## src/rtl/bsa_pkg.sv

```systemverilog
package bsa_pkg;

    localparam int unsigned WORD_W_DEF = 4;

    typedef enum logic [0:0] {
        CARRY_FEEDBACK = 1'b0,
        CARRY_ZERO     = 1'b1
    } carry_sel_e;

    function automatic logic fa_sum(input logic x, input logic y, input logic ci);
        return x ^ y ^ ci;
    endfunction

    function automatic logic fa_carry(input logic x, input logic y, input logic ci);
        return (x & y) | (ci & (x ^ y));
    endfunction

endpackage

```

## src/rtl/bsa_slot_ctr.sv

```systemverilog
module bsa_slot_ctr #(
    parameter int unsigned WORD_W = bsa_pkg::WORD_W_DEF
) (
    input  logic clk,
    input  logic rst,
    input  logic start,
    output bsa_pkg::carry_sel_e carry_sel
);
    import bsa_pkg::*;

    localparam int unsigned CW = (WORD_W > 1) ? $clog2(WORD_W) : 1;
    localparam logic [CW-1:0] LAST = CW'(WORD_W - 1);

    logic [CW-1:0] next_q;
    logic [CW-1:0] slot;

    always_comb begin
        slot = start ? '0 : next_q;
        carry_sel = (slot == '0) ? CARRY_ZERO : CARRY_FEEDBACK;
    end

    always_ff @(posedge clk) begin
        if (rst)
            next_q <= '0;
        else if (slot == LAST)
            next_q <= '0;
        else
            next_q <= slot + CW'(1);
    end


    start_realign_chk: assert property (@(posedge clk) disable iff (rst)
        start |=> (next_q == ((WORD_W > 1) ? CW'(1) : '0)));


    slot_wrap_chk: assert property (@(posedge clk) disable iff (rst)
        (!start && next_q == LAST) |=> (next_q == '0));

endmodule

```

## src/rtl/bsa_serial_core.sv

```systemverilog
module bsa_serial_core (
    input  logic clk,
    input  logic rst,
    input  logic a,
    input  logic b,
    input  bsa_pkg::carry_sel_e carry_sel,
    output logic sum_q
);
    import bsa_pkg::*;

    logic carry_q;
    logic cin;

    always_comb begin
        cin = (carry_sel == CARRY_ZERO) ? 1'b0 : carry_q;
    end

    always_ff @(posedge clk) begin
        if (rst) begin
            carry_q <= 1'b0;
            sum_q   <= 1'b0;
        end else begin
            carry_q <= fa_carry(a, b, cin);
            sum_q   <= fa_sum(a, b, cin);
        end
    end


    slot0_sum_chk: assert property (@(posedge clk) disable iff (rst)
        (carry_sel == CARRY_ZERO) |=> (sum_q == $past(a ^ b)));


    slot0_carry_chk: assert property (@(posedge clk) disable iff (rst)
        (carry_sel == CARRY_ZERO) |=> (carry_q == $past(a & b)));

endmodule

```

## src/rtl/bsa_unfolded.sv

```systemverilog
module bsa_unfolded #(
    parameter int unsigned WORD_W = bsa_pkg::WORD_W_DEF
) (
    input  logic              clk,
    input  logic              rst,
    input  logic [WORD_W-1:0] a,
    input  logic [WORD_W-1:0] b,
    output logic [WORD_W-1:0] sum_q
);
    import bsa_pkg::*;

    logic [WORD_W-1:0] chain;
    logic [WORD_W-1:0] sum_d;

    assign chain[0] = 1'b0;

    for (genvar i = 0; i < WORD_W; i++) begin : g_stage
        assign sum_d[i] = fa_sum(a[i], b[i], chain[i]);
        if (i < WORD_W - 1) begin : g_ripple
            assign chain[i+1] = fa_carry(a[i], b[i], chain[i]);
        end
    end

    always_ff @(posedge clk) begin
        if (rst)
            sum_q <= '0;
        else
            sum_q <= sum_d;
    end


    par_sum_chk: assert property (@(posedge clk) disable iff (rst)
        1'b1 |=> (sum_q == $past(a + b)));

endmodule

```

## src/rtl/bit_serial_adder_top.sv

```systemverilog
module bit_serial_adder_top #(
    parameter int unsigned WORD_W = bsa_pkg::WORD_W_DEF
) (
    input  logic              clk,
    input  logic              rst,
    input  logic              ser_a,
    input  logic              ser_b,
    input  logic              ser_start,
    output logic              ser_sum,
    input  logic [WORD_W-1:0] par_a,
    input  logic [WORD_W-1:0] par_b,
    output logic [WORD_W-1:0] par_sum
);
    import bsa_pkg::*;

    carry_sel_e carry_sel;

    bsa_slot_ctr #(.WORD_W(WORD_W)) u_slot (
        .clk       (clk),
        .rst       (rst),
        .start     (ser_start),
        .carry_sel (carry_sel)
    );

    bsa_serial_core u_serial (
        .clk       (clk),
        .rst       (rst),
        .a         (ser_a),
        .b         (ser_b),
        .carry_sel (carry_sel),
        .sum_q     (ser_sum)
    );

    bsa_unfolded #(.WORD_W(WORD_W)) u_par (
        .clk   (clk),
        .rst   (rst),
        .a     (par_a),
        .b     (par_b),
        .sum_q (par_sum)
    );


    reset_clear_chk: assert property (@(posedge clk)
        rst |=> (ser_sum == 1'b0 && par_sum == '0));


    start_zero_carry_chk: assert property (@(posedge clk) disable iff (rst)
        ser_start |=> (ser_sum == $past(ser_a ^ ser_b)));

endmodule

```

## config.mk

```make
export PLATFORM = sky130hd
export DESIGN_NAME = bit_serial_adder_top
export DESIGN_NICKNAME = d
export VERILOG_FILES = /design/src/rtl/bsa_pkg.sv /design/src/rtl/bsa_slot_ctr.sv /design/src/rtl/bsa_serial_core.sv /design/src/rtl/bsa_unfolded.sv /design/src/rtl/bit_serial_adder_top.sv
export SDC_FILE = /design/constraint.sdc
export NUM_CORES = 1
export LEC_CHECK = 0
export CELL_PAD_IN_SITES_DETAIL_PLACEMENT = 0
export CELL_PAD_IN_SITES_GLOBAL_PLACEMENT = 2
export CORE_MARGIN = 10
export CORE_UTILIZATION = 23
export CTS_CLUSTER_DIAMETER = 120
export DETAILED_ROUTE_END_ITERATION = 10
export PLACE_DENSITY_LB_ADDON = 0.1
export SLEW_MARGIN = 30
export SYNTH_ARGS = -nofsm -noshare
export SYNTH_HDL_FRONTEND = slang
export SYNTH_SLANG_ARGS = --single-unit
```

## constraint.sdc

```tcl
create_clock -name clk -period 3.3 [get_ports clk]
set_input_delay 0.66 -clock clk [delete_from_list [all_inputs] [get_ports clk]]
set_output_delay 0.66 -clock clk [all_outputs]
set_load 0.05 [all_outputs]
```

==> impl_metrics.json <==
{
  "clock_skew_ns": 0.003415,
  "antenna_cells": 0,
  "yosys.area.top_type": "dfxtp_1",
  "p_per_area_nw_per_um2": 435.3,
  "cp_slowest_cell": "clkdlybuf4s50_1",
  "hpwl_um": 640.4,
  "yosys_warnings": 0,
  "io_pins": 18,
  "total_power_mw": 0.2478,
  "hold_depth": 2,
  "post_dp_cell_area_um2": 546.8,
  "cts_num_sinks": 8,
  "worstSetupPathType": "input port to flop",
  "dr.pass1.iters": 4,
  "die_x_um": 59.38,
  "num_rows": 14,
  "grt_pass1_wl_um": 1041,
  "grt_max_degree": 9,
  "cts_hold_buffers": 0,
  "vias": 255,
  "setup_viol": 0,
  "ctsHtreeMaxLevel": 1,
  "root_buffer": "clkbuf_4",
  "area_growth_pct": 59.65,
  "hold_viol_final": 0,
  "gp_congestion": 0.6609,
  "synth.top_cell.area_share_pct": 44.91,
  "max_freq_mhz": 464.3,
  "ys_seq_elements": 8,
  "coreArea_um2": 1489,
  "pre_cts_slack_ns": 0.8773,
  "endpoint_kind": "flop",
  "grt_pass1_vias": 279,
  "grt_usage_pct": 4.163,
  "slowest_delay_ns": 0.41,
  "ys_seq_area_share_pct": 44.91,
  "synth_cell_types": 10,
  "die_height_um": 59.38,
  "synth-xor-area-share_pct": 6.316,
  "synth.avg_cell_area_um2": 11.89,
  "crit_top_cell": "fa_1",
  "cts_resized": 0,
  "antenna_found_initial": 0,
  "synthAdderAreaFrac_pct": 27.37,
  "leakage_nw": 0.2495,
  "cts_buffers": 3,
  "grt_overflow": 0,
  "netlist_area_um2": 356.6,
  "synth.area.top_cells": "dfxtp_1, fa_1, ha_1",
  "synthMuxAreaShare_pct": 0,
  "path_clk_slew_ns": 0.05,
  "status": "finished, final reports clean",
  "drive_gt1_share_pct": 6.000,
  "clockBufferDepth": 2,
  "post-route-drc-count": 0,
  "period_share_pct": 65.27,
  "hold_class": "flop to flop",
  "min_period_ns": 2.154,
  "drtIter0Drc": 1,
  "initial_utilization_pct": 23.95,
  "tightest_slew_ns": 0.5139,
  "dp.cells": 63,
  "ff2ff_path_depth": 6,
  "routed_via_density": 3.864,
  "cp-start-kind": "input port",
  "synth_top_family_by_area": "adder cells",
  "cts_tree": "built",
  "drv_slew": 0,
  "final.setup.tns_ns": 0,
  "peakVddDrop_mv": 0.2007,
  "synthesis.nets": 49,
  "required_ns": 3.43,
  "cp.arrival_ns": 2.28,
  "drt-total-wl_um": 725,
  "clock_latency_ns": 0.25,
  "synth_compound_area_share_pct": 0,
  "synthCells": 30,
  "ant_nets": 0,
  "setup_slack_ns": 1.146,
  "layout.nets": 71,
  "post_cts_buffers": 0,
  "wl_per_cell_um": 10.98,
  "yosys.area_share.simple_pct": 17.19,
  "cap_violations": 0,
  "path_max_fanout": 1,
  "port_buffers": 17,
  "rsz0062_at_grt": "no",
  "path_cells": "clkdlybuf4s50_1 > ha_1 > fa_1 > fa_1 > xnor3_1 > nor2_1",
  "fin_cells": 66,
  "die-area_um2": 3525,
  "slew_headroom_pct": 65.63,
  "stdcell_area_um2": 569.3
}
==> report_power, final <==
part / switching (mW) / total (mW) / leakage [nW] / internal (mW)
sequential: 0.00190 / 0.107 / 0.0665 / 0.105
clock: 0.0293 / 0.0706 / 0.0138 / 0.0413
combinational: 0.0362 / 0.0699 / 0.169 / 0.0337
==> state kept, by name, indices dropped and copies added (netlist names) <==
name and flops:
u_par.sum_q 4, u_serial.carry_q 1, u_serial.sum_q 1, u_slot.next_q 2
==> cells in the mapped netlist (all sizes together) <==
master / n
dfxtp: 8
fa: 3
ha: 3
inv: 4
nand2b: 2
nor2: 3
nor2b: 4
nor3: 1
nor3b: 1
xnor3: 1
==> layer usage <==
metal | up-vias | global-route usage (%) | part of all wire (%)
li1 | 132 | - | -
met1 | 111 | 2.916 | 32
met2 | 10 | 7.429 | 54
met3 | 2 | 4.292 | 12
met4 | 0 | 0.9836 | 1.4
met5 | - | 0 | 0
==> final cells by class <==
cell class,count,area (um2)
flip-flops and latches,8,160.2
well taps,16,20.02
inverters,4,15.01
repair buffers,17,170.2
fillers,147,919.6
multi-input cells,18,181.4
clock buffers,3,22.52
==> worst paths after layout <==
check / from / end / slack (ns)
max: par_a[0] / u_par.sum_q[3]$_SDFF_PP0_ / 1.15
min: u_slot.next_q[0]$_SDFF_PP0_ / u_slot.next_q[0]$_SDFF_PP0_ / 0.60
max reg2reg: u_slot.next_q[0]$_SDFF_PP0_ / u_serial.sum_q$_SDFF_PP0_ / 1.75
min reg2reg: u_slot.next_q[0]$_SDFF_PP0_ / u_slot.next_q[0]$_SDFF_PP0_ / 0.60
==> metrics by stage <==
stage / hold slack [ns] / util [%]
detailed placement: 0.6108 / 36.72
global route: 0.6552 / 38.24
global placement: 0.5752 / 36.72
floorplan: 0.5573 / -
CTS: 0.6218 / 38.24
finish: 0.6015 / 38.24
==> cells in the final DEF (no fill, tap or decap) <==
cell type        instances
dfxtp_1                  8
nor2b_1                  4
nor3b_1                  1
xnor3_1                  1
clkdlybuf4s50_1         17
nor3_1                   1
fa_1                     3
nor2_1                   3
inv_1                    4
clkbuf_4                 3
nand2b_1                 2
ha_1                     3
==> cells by family after synthesis <==
family,Yosys count
simple gates,11
xor+xnor,1
buf+inv,4
flops,8
fa+ha+maj,6
==> critical path, delay by kind of cell <==
family                   cells  cell delay [ns]
AND/OR/NAND/NOR              1             0.04
XOR/XNOR                     1             0.21
adder cells (fa/ha/maj)      3             0.97
buffers and inverters        1             0.41
(Power assumes the default switching activity.)
